File: src/rtl/pld_mc_pkg.sv
package pld_mc_pkg;

   typedef enum logic [0:0] {
      MC_COMBO   = 1'b0,
      MC_UNKNOWN = 1'b1
   } mc_mode_e;

   // Decode the architecture bits; the third bit does not matter in combo mode.
   function automatic mc_mode_e mc_decode(input logic syn, input logic ac0, input logic ac1);
      mc_mode_e m;
      casez ({syn, ac0, ac1})
         3'b11?:  m = MC_COMBO;
         default: m = MC_UNKNOWN;
      endcase
      return m;
   endfunction

   // Literal value for one array column: even columns true, odd complemented.
   function automatic logic mc_literal(input logic sig, input logic odd_col);
      return odd_col ? ~sig : sig;
   endfunction

endpackage

File: src/rtl/pld_pterm.sv
module pld_pterm #(
   parameter int N_IN = 4,
   localparam int N_COL = 2 * N_IN
) (
   input  logic [N_IN-1:0]  arr_in,
   input  logic [N_COL-1:0] fuses,
   output logic             term
);
   import pld_mc_pkg::*;

   logic [N_COL-1:0] lit_ok;

   for (genvar c = 0; c < N_COL; c++) begin : g_col
      // A blown fuse leaves the column out of the AND.
      assign lit_ok[c] = ~fuses[c] | mc_literal(arr_in[c/2], (c % 2) == 1);
   end

   assign term = &lit_ok;
endmodule

File: src/rtl/pld_sum_pol.sv
module pld_sum_pol #(
   parameter int N_SUM = 6
) (
   input  logic [N_SUM-1:0] terms,
   input  logic             pol_high,
   output logic             level
);
   logic sum_or;

   assign sum_or = |terms;
   assign level  = pol_high ? sum_or : ~sum_or;
endmodule

File: src/rtl/pld_fb_path.sv
module pld_fb_path #(
   parameter bit HAS_FEEDBACK = 1'b1
) (
   input  logic drive_val,
   input  logic drive_en,
   input  logic ext_val,
   output logic fb
);
   if (HAS_FEEDBACK) begin : g_fb
      assign fb = drive_en ? drive_val : ext_val;
   end else begin : g_nofb
      assign fb = 1'b0;
   end
endmodule

File: src/rtl/pld_olmc.sv
module pld_olmc #(
   parameter int N_IN         = 4,
   parameter int PT_COUNT     = 7,
   parameter bit HAS_FEEDBACK = 1'b1,
   localparam int N_COL  = 2 * N_IN,
   localparam int N_SUM  = PT_COUNT - 1,
   localparam int FUSE_W = PT_COUNT * N_COL
) (
   input  logic [N_IN-1:0]   arr_in,
   input  logic [FUSE_W-1:0] fuse_map,
   input  logic              cfg_syn,
   input  logic              cfg_ac0,
   input  logic              cfg_ac1,
   input  logic              cfg_xor,
   input  logic              pin_ext,
   output logic              pin_out,
   output logic              pin_oe,
   output logic              fb_out,
   output logic              mode_unsupported
);
   import pld_mc_pkg::*;

   if (N_IN < 1) begin : g_bad_nin
      $error("pld_olmc: N_IN must be at least 1");
   end
   if (PT_COUNT < 2) begin : g_bad_pt
      $error("pld_olmc: PT_COUNT must leave one enable term and one sum term");
   end

   mc_mode_e         mode;
   logic [PT_COUNT-1:0] pt;
   logic             level;

   assign mode = mc_decode(cfg_syn, cfg_ac0, cfg_ac1);

   for (genvar p = 0; p < PT_COUNT; p++) begin : g_pt
      pld_pterm #(.N_IN(N_IN)) u_pt (
         .arr_in (arr_in),
         .fuses  (fuse_map[p*N_COL +: N_COL]),
         .term   (pt[p])
      );
   end

   pld_sum_pol #(.N_SUM(N_SUM)) u_sum (
      .terms    (pt[PT_COUNT-1:1]),
      .pol_high (cfg_xor),
      .level    (level)
   );

   assign mode_unsupported = (mode != MC_COMBO);
   assign pin_out          = level;
   assign pin_oe           = pt[0] & (mode == MC_COMBO);

   pld_fb_path #(.HAS_FEEDBACK(HAS_FEEDBACK)) u_fb (
      .drive_val (level),
      .drive_en  (pin_oe),
      .ext_val   (pin_ext),
      .fb        (fb_out)
   );
endmodule

File: config.mk
export PLATFORM = sky130hd
export DESIGN_NAME = pld_olmc
export DESIGN_NICKNAME = d
export VERILOG_FILES = /design/src/rtl/pld_mc_pkg.sv /design/src/rtl/pld_pterm.sv /design/src/rtl/pld_sum_pol.sv /design/src/rtl/pld_fb_path.sv /design/src/rtl/pld_olmc.sv
export SDC_FILE = /design/constraint.sdc
export NUM_CORES = 1
export LEC_CHECK = 0
export BUFFER_PORTS_ARGS = -buffer_cell sky130_fd_sc_hd__buf_2
export CAP_MARGIN = 40
export CORE_MARGIN = 10
export CORE_UTILIZATION = 26
export DETAILED_ROUTE_END_ITERATION = 7
export PLACE_DENSITY = 0.82
export SYNTH_ARGS = -nofsm -noshare
export SYNTH_HDL_FRONTEND = slang
export SYNTH_HIERARCHICAL = 1
export SYNTH_SLANG_ARGS = --single-unit
File: constraint.sdc
create_clock -name vclk -period 1.8
set_clock_uncertainty 0.15 [all_clocks]
set_input_delay 0.18 -clock vclk [all_inputs]
set_output_delay 0.18 -clock vclk [all_outputs]
set_load 0.005 [all_outputs]
==> impl_metrics.py, run 1 <==
metrics = {
    "run_status": {
        "status": "finished with violations",
        "violations": "setup timing",
    },
    "synthesis": {
        "synthMuxAreaShare": 0.752,
        "synth.top_cells.by_count": "mux2i_1, and4_1",
        "yosysSeqAreaShare": 0,
        "synth.most_common_cell": "mux2i_1",
        "synth_top_family_by_area": "multiplexers",
        "netlist_area_um2": 393,
        "synth-simple-area-share": 0.226,
        "synthDistinctLibCells": 8,
        "syn_nets": 106,
        "synth_top_area_cell": "mux2i_1",
        "synth-compound-area-share": 0,
        "synth-xor-area-share": 0.0223,
        "syn-mean-instance-area_um2": 9.58,
        "synthAdderAreaFrac": 0,
        "synth.top_cell.area_share": 0.713,
        "synthCells": 41,
        "yosys_warnings": 6,
        "synthTopCellsByArea": "mux2i_1, and4_1, mux2_4, nor3_2, xor2_1",
    },
    "layout": {
        "design.seq.count": 0,
        "final-seq-area_um2": 0,
        "fillers": 124,
        "fin_nets": 181,
        "multi_input_area_um2": 403,
        "diodes": 0,
        "synthToLayoutAreaGrowth_pct": 116,
        "drive_gt1_frac": 0.667,
        "nClkBuffers": 0,
        "fin_cells": 129,
        "final_util": 0.621,
    },
    "timing": {
        "rsz0062_at_grt": "true",
        "period_share": 1.15,
        "worstMarginPinSlew_ns": 0.135,
        "maxSlewViolCount": 0,
        "fmax_ghz": 0.484,
        "slew_headroom": 0.907,
        "setup_viol_count_final": 2,
        "post-route-min-period_ns": 2.07,
        "fin_ws_ns": -0.266,
        "hold_violations": 0,
    },
    "floorplan": {
        "die_h_um": 58.9,
        "core_um2": 1370,
        "initial_utilization": 0.288,
        "ios": 69,
        "rows": 13,
        "die-area_um2": 3470,
        "die_x_um": 58.9,
    },
    "placed_design": {
        "portBuffers": 68,
        "gp_congestion": 0.736,
        "dpl.hpwl_um": 2080,
        "preCtsSetupSlack_ns": -0.358,
        "placed_cells": 129,
    },
    "critical_path": {
        "cp_num_buf_inv": 2,
        "cp-end-kind": "output port",
        "cpMostUsedCell": "buf_6",
        "worstPathArrival_ns": 1.74,
        "cp_cell_sequence": "buf_6 > mux2i_1 > and4_1 > or4_4 > nor3_4 > xor2_1 > mux2_4 > buf_6",
        "max_stage_delay_ns": 0.54,
        "worstPathMaxFanout": 5,
        "cpLargestDelayFamily": "simple AND/OR/NAND/NOR gates",
        "crit_slowest_cell": "or4_4",
        "worstSetupStartpointType": "primary input",
        "cp_data_required_time_ns": 1.47,
        "critPathKind": "in2out",
    },
    "power": {
        "fin_total_pwr_mw": 0.177,
        "ir_drop_mv": 0.0727,
        "power_leakage_nw": 0.527,
        "powerDensity_nw_per_um2": 208,
    },
    "grt": {
        "grt_pass1_wl_um": 3430,
        "grt_usage": 0.120,
        "grt_max_degree": 7,
        "use_met1": 0.116,
        "grt_pass1_vias": 757,
        "met3_usage": 0.0579,
        "use_met2": 0.236,
        "grt_busiest_layer": "met2",
        "grt-ovfl-total": 0,
        "antenna_found_initial": 0,
    },
    "detailed_routing": {
        "drtIter0Drc": 3,
        "drc": 0,
        "post_drt_wl_per_cell_um": 17.3,
        "route.antenna.remaining_nets": 0,
        "firstDrtPassIters": 4,
        "viasPerCell": 4.83,
        "vias": 623,
        "wirelength_um": 2230,
    },
    "worst_hold_path": {
        "hold_path.class": "in2out",
    },
    "clock_network": {
        "post_cts_buffers": 0,
        "cts_hold_buf": 0,
    },
    "flow_run": {
        "timing.max_cap.violations": 0,
    },
}
-- per-stage QoR --
stage	setup TNS (ns)	hold WS [ns]	cell area, µm²
finish	-0.385	0.461	848
floorplan	-0.0250	0.251	393
global placement	-0.475	0.447	790
global route	-0.550	0.477	848
detailed placement	-0.563	0.460	790
CTS	-0.559	0.460	826
-- tightest hold or removal path, cell delays in order --
cell and delay [ns]:
buf_2 0.08, nand2_1 0.05, buf_2 0.12
-- cells by family (layout without fill, tap and decap cells) --
logic type | after synthesis | count (layout)
multiplexers | 29 | 29
XOR/XNOR | 1 | 1
buffers and inverters | 0 | 73
AND/OR/NAND/NOR | 11 | 11
-- cells in the final DEF (no fill, tap or decap) --
cell type  count
and3_1         1
and4_1         7
buf_12         2
buf_2         63
buf_4          5
buf_6          3
mux2_4         1
mux2i_1       28
nand2_1        1
nor3_4         1
or4_4          1
xor2_1         1
-- final cells by class --
| cell class | instances | share of cell area |
|---|---|---|
| multi-input cells | 41 | 0.475 |
| well taps | 15 | 0.0221 |
| repair buffers | 73 | 0.503 |
-- power breakdown --
| part | switching, mW | internal, mW |
|---|---|---|
| logic | 0.0617 | 0.115 |
| clock network | 0 | 0 |
| registers | 0 | 0 |
| total | 0.0617 | 0.115 |
-- per-layer routing --
metal  vias to the layer above  part of all wire
li1                        319                 -
met1                       268              0.35
met2                        36              0.51
met3                         0              0.14
met4                         0                 0
met5                         -                 0
-- final timing paths --
kind,startpoint,to,slack (ns),cells past startpoint
setup / recovery,arr_in[1],fb_out,-0.27,8
hold / removal,cfg_syn,mode_unsupported,0.46,3
-- timing repair --
action | in CTS | in global routing
pin swaps | 4 | 5
resized for setup | 10 | 5
endpoints found under the setup margin | 2 | 2
Note: power is estimated with default switching activity, not from simulation.
==> run 2: changes to the inputs <==
--- a/config.mk
+++ b/config.mk
@@ -10,6 +10,7 @@
 export CORE_MARGIN = 10
 export CORE_UTILIZATION = 26
 export DETAILED_ROUTE_END_ITERATION = 7
+export GPL_TIMING_DRIVEN = 0
 export PLACE_DENSITY = 0.82
 export SYNTH_ARGS = -nofsm -noshare
 export SYNTH_HDL_FRONTEND = slang
==> run 2 against run 1 <==
Against the previous run: the flow still finishes with violations (setup timing); clock-buffer cell count did not move; first-iteration DRC count rose by 67%; routed wire length fell by 3.1%; core utilization rose by 0.92 points; total power rose by 0.80%; global-route usage fell by 0.34 points; via count did not move; cell count did not move; critical endpoint unchanged; largest cell class unchanged.
==> impl_metrics.py, run 2 (same netlist as run 1, synthesis figures left out) <==
metrics = {
    "run_status": {
        "status": "finished with violations",
        "violations": "setup timing",
    },
    "detailed_routing": {
        "post_drt_wl_per_cell_um": 16.7,
        "viasPerCell": 4.83,
        "drtIter0Drc": 5,
        "wirelength_um": 2160,
        "vias": 623,
        "firstDrtPassIters": 2,
        "route.antenna.remaining_nets": 0,
        "drc": 0,
    },
    "floorplan": {
        "rows": 13,
        "initial_utilization": 0.288,
        "die_x_um": 58.9,
        "die-area_um2": 3470,
        "ios": 69,
        "die_h_um": 58.9,
        "core_um2": 1370,
    },
    "layout": {
        "mostFrequentLayoutCell": "buf_2",
        "multi_input_area_um2": 403,
        "fillers": 120,
        "diodes": 0,
        "nClkBuffers": 0,
        "fin_cells": 129,
        "mostFrequentLayoutCells": "buf_2, mux2i_1, and4_1",
        "design.seq.count": 0,
        "fin_nets": 181,
        "stdcell_area_um2": 861,
        "drive_gt1_frac": 0.667,
        "synthToLayoutAreaGrowth_pct": 119,
        "final_util": 0.630,
        "final-seq-area_um2": 0,
    },
    "critical_path": {
        "worstPathMaxFanout": 6,
        "critPathKind": "in2out",
        "crit_start": "arr_in[2]",
        "worstSetupStartpointType": "primary input",
        "cp_data_required_time_ns": 1.47,
        "worstPathArrival_ns": 1.74,
        "cp-endpoint": "fb_out",
        "cp-end-kind": "output port",
    },
    "placed_design": {
        "gp_congestion": 0.702,
        "preCtsSetupSlack_ns": -0.432,
        "dpl.hpwl_um": 1900,
        "placedInstanceArea_um2": 752,
        "portBuffers": 68,
        "placed_cells": 124,
    },
    "power": {
        "powerDensity_nw_per_um2": 207,
        "power_leakage_nw": 0.532,
        "fin_total_pwr_mw": 0.178,
        "ir_drop_mv": 0.0829,
    },
    "grt": {
        "grt_pass1_wl_um": 3390,
        "grt-ovfl-total": 0,
        "grt_max_degree": 8,
        "antenna_found_initial": 0,
        "grt_usage": 0.117,
        "grt_pass1_vias": 753,
    },
    "timing": {
        "hold_violations": 0,
        "slew_headroom": 0.908,
        "worst_hold_slack_ns": 0.452,
        "post-route-min-period_ns": 2.07,
        "fin_ws_ns": -0.266,
        "period_share": 1.15,
        "setup_viol_count_final": 2,
        "tns_ns": -0.389,
        "maxSlewViolCount": 0,
        "worstMarginPinSlew_ns": 0.134,
        "fmax_ghz": 0.484,
        "rsz0062_at_grt": "true",
    },
    "clock_network": {
        "cts_hold_buf": 0,
    },
    "worst_hold_path": {
        "hold_path.class": "in2out",
    },
    "flow_run": {
        "timing.max_cap.violations": 0,
    },
}
==> run 2: worst min path at each step <==
| stage | slack [ns] | cells after the start | to | startpoint |
|---|---|---|---|---|
| 3_3_place_gp | 0.45 | 3 | mode_unsupported | cfg_syn |
| 4_1_cts | 0.45 | 3 | mode_unsupported | cfg_ac0 |
| 5_1_grt | 0.48 | 3 | mode_unsupported | cfg_syn |
| 2_1_floorplan | 0.25 | 1 | mode_unsupported | cfg_syn |
| 3_5_place_dp | 0.46 | 3 | mode_unsupported | cfg_ac0 |
| 6_report | 0.45 | 3 | mode_unsupported | cfg_ac0 |
==> run 2: routing by layer <==
| layer | track usage | wire, µm | up-vias |
|---|---|---|---|
| met5 | 0 | 0 | - |
| met1 | 0.128 | 808 | 269 |
| met4 | 0 | 0 | 0 |
| met3 | 0.0300 | 192 | 0 |
| li1 | - | - | 318 |
| met2 | 0.228 | 1160 | 36 |
==> run 2: timing repair <==
| action | CTS | global route |
|---|---|---|
| setup endpoints to repair | 2 | 2 |
| setup buffers | 1 | 4 |
| resized for setup | 13 | 5 |
| pin swaps | 6 | 6 |
==> run 2: final cells by class <==
class                      instances  share of cell area
timing repair buffer              73               0.510
multi-input combinational         41               0.468
tap                               15              0.0218
==> run 2: power breakdown <==
group,total (mW),switching (mW),internal [mW]
registers,0,0,0
logic,0.178,0.0601,0.118
clock network,0,0,0
==> run 2: critical path, cell delays in order <==
cell and delay, ns:
buf_12 0.11, mux2i_1 0.10, and4_1 0.19, or4_4 0.54
nor3_4 0.12, xor2_1 0.10, mux2_4 0.27, buf_6 0.12
==> run 3: changes to the inputs <==
--- a/config.mk
+++ b/config.mk
@@ -5,13 +5,15 @@
 export SDC_FILE = /design/constraint.sdc
 export NUM_CORES = 1
 export LEC_CHECK = 0
+export ABC_AREA = 1
 export BUFFER_PORTS_ARGS = -buffer_cell sky130_fd_sc_hd__buf_2
 export CAP_MARGIN = 40
+export CORE_ASPECT_RATIO = 0.7
 export CORE_MARGIN = 10
-export CORE_UTILIZATION = 26
+export CORE_UTILIZATION = 36
 export DETAILED_ROUTE_END_ITERATION = 7
 export GPL_TIMING_DRIVEN = 0
-export PLACE_DENSITY = 0.82
+export PLACE_DENSITY = 0.81
 export SYNTH_ARGS = -nofsm -noshare
 export SYNTH_HDL_FRONTEND = slang
 export SYNTH_HIERARCHICAL = 1
==> run 3 against run 2 <==
Against the previous run: the run now ends clean; sequential cell count unchanged; clock-buffer cell count stayed put; setup slack better by 0.51 ns; critical path depth increased by 5; sequential share of layout area stayed put; cell area grew 31%; critical endpoint unchanged; worst hold slack improved by 0.015 ns; cell count rose by 120%; via count grew 77%; non-clock buffer count down 5; synthesized area increased by 92%.
==> impl_metrics.py, run 3 <==
metrics = {
    "synthesis": {
        "syn-mean-instance-area_um2": 3.84,
        "synth_top_area_cell": "nand2_1",
        "synth.top_cell.area_share": 0.442,
        "synthCells": 197,
        "yosys_warnings": 6,
        "synthDistinctLibCells": 7,
        "synth.top_cells.by_count": "nand2_1, inv_1, nor2_1",
        "yosysSeqAreaShare": 0,
        "synthTopCellsByArea": "nand2_1, inv_1, nor2_1, nor2_2, nand2_2",
        "syn_nets": 262,
        "netlist_area_um2": 756,
        "synth.most_common_cell": "nand2_1",
    },
    "timing": {
        "rsz0062_at_grt": "false",
        "maxSlewViolCount": 0,
        "slew_headroom": 0.848,
        "fmax_ghz": 0.642,
        "setup_viol_count_final": 0,
        "tns_ns": 0,
        "hold_violations": 0,
        "fin_ws_ns": 0.243,
        "post-route-min-period_ns": 1.56,
        "worstMarginPinSlew_ns": 0.228,
        "period_share": 0.865,
    },
    "critical_path": {
        "worstSetupStartpointType": "primary input",
        "worstPathArrival_ns": 1.23,
        "critPathKind": "in2out",
        "cp_data_required_time_ns": 1.47,
        "cpLargestDelayFamily": "simple AND/OR/NAND/NOR gates",
        "cpMostUsedCell": "nand2_1",
        "cp_num_buf_inv": 3,
        "worstPathMaxFanout": 14,
        "cp_cell_sequence": "buf_2 > inv_1 > nand2_1 > nand2_1 > nand2_1 > nor2_1 > nor2_2 > nand3_1 > nand2_1 > nand2_1 > nand2_1 > nand2_1 > buf_2",
        "cp-end-kind": "output port",
        "max_stage_delay_ns": 0.22,
        "crit_slowest_cell": "buf_2",
    },
    "placed_design": {
        "dpl.hpwl_um": 2160,
        "preCtsSetupSlack_ns": 0.218,
        "portBuffers": 68,
        "gp_congestion": 0.689,
    },
    "detailed_routing": {
        "drc": 0,
        "route.antenna.remaining_nets": 0,
        "wirelength_um": 2300,
        "vias": 1102,
        "post_drt_wl_per_cell_um": 8.03,
        "drtIter0Drc": 14,
        "firstDrtPassIters": 4,
        "viasPerCell": 3.84,
    },
    "layout": {
        "mostFrequentLayoutCells": "nand2_1, inv_1, buf_2",
        "mostFrequentLayoutCell": "nand2_1",
        "design.seq.count": 0,
        "diodes": 0,
        "synthToLayoutAreaGrowth_pct": 48.7,
        "fin_nets": 332,
        "final_util": 0.585,
        "fillers": 238,
        "drive_gt1_frac": 0.275,
        "nClkBuffers": 0,
        "final-seq-area_um2": 0,
    },
    "power": {
        "ir_drop_mv": 0.0748,
        "power_leakage_nw": 0.994,
        "powerDensity_nw_per_um2": 174,
        "fin_total_pwr_mw": 0.195,
    },
    "grt": {
        "grt_usage": 0.0940,
        "grt_pass1_vias": 913,
        "antenna_found_initial": 0,
        "grt-ovfl-total": 0,
        "grt_max_degree": 15,
        "grt_pass1_wl_um": 3560,
    },
    "floorplan": {
        "core_um2": 1920,
        "die_x_um": 74.8,
        "initial_utilization": 0.394,
        "rows": 13,
        "die_h_um": 58.3,
        "ios": 69,
        "die-area_um2": 4360,
    },
    "worst_hold_path": {
        "hold_path.class": "in2out",
    },
    "clock_network": {
        "cts_hold_buf": 0,
        "post_cts_buffers": 0,
        "post_cts_resize_count": 0,
    },
    "run_status": {
        "status": "complete, no violations",
    },
    "flow_run": {
        "timing.max_cap.violations": 0,
    },
}
-- run 3: changes by cell type after synthesis, moves of 4 or more --
| cell | change |
|---|---|
| nand2_1 | +88 |
| inv_1 | +80 |
| mux2i_1 | -28 |
| nor2_1 | +21 |
| and4_1 | -7 |
| nor2_2 | +4 |
-- run 3: final timing paths --
check / startpoint / to / cells after the start
max: arr_in[2] / fb_out / 13
min: cfg_syn / mode_unsupported / 3
-- run 3: power breakdown --
group / internal [mW] / switching, mW / total [mW]
Sequential: 0 / 0 / 0
Clock: 0 / 0 / 0
Combinational: 0.0981 / 0.0971 / 0.195
Total: 0.0981 / 0.0971 / 0.195
-- run 3: cell type report --
type / count / area (µm²) / area share
Timing Repair Buffer: 68 / 340 / 0.303
Multi-Input combinational cell: 117 / 455 / 0.405
Inverter: 80 / 300 / 0.267
Tap cell: 22 / 27.5 / 0.0245
-- run 3: metrics by stage --
stage	std cells	hold WS, ns	instance area (µm²)
floorplan	197	0.252	756
global placement	287	0.467	1120
detailed placement	287	0.469	1120
CTS	287	0.468	1120
global route	287	0.479	1120
finish	287	0.467	1120
-- run 3: cell families (layout without fill, tap and decap cells) --
| kind of cell | count (synthesis) | count (layout) | synth area share |
|---|---|---|---|
| and+or+nand+nor | 117 | 117 | 0.603 |
| buffers and inverters | 80 | 148 | 0.397 |
-- run 3: layer usage --
metal,vias up,part of all wire,track usage
met1,406,0.42,0.109
met2,45,0.40,0.156
met4,0,0,0
met3,0,0.18,0.0536
met5,-,0,0
li1,651,-,-
-- run 3: tightest hold or removal path, delay by kind of cell --
family	cells	cell delay (ns)
simple gates	1	0.05
buf+inv	2	0.21
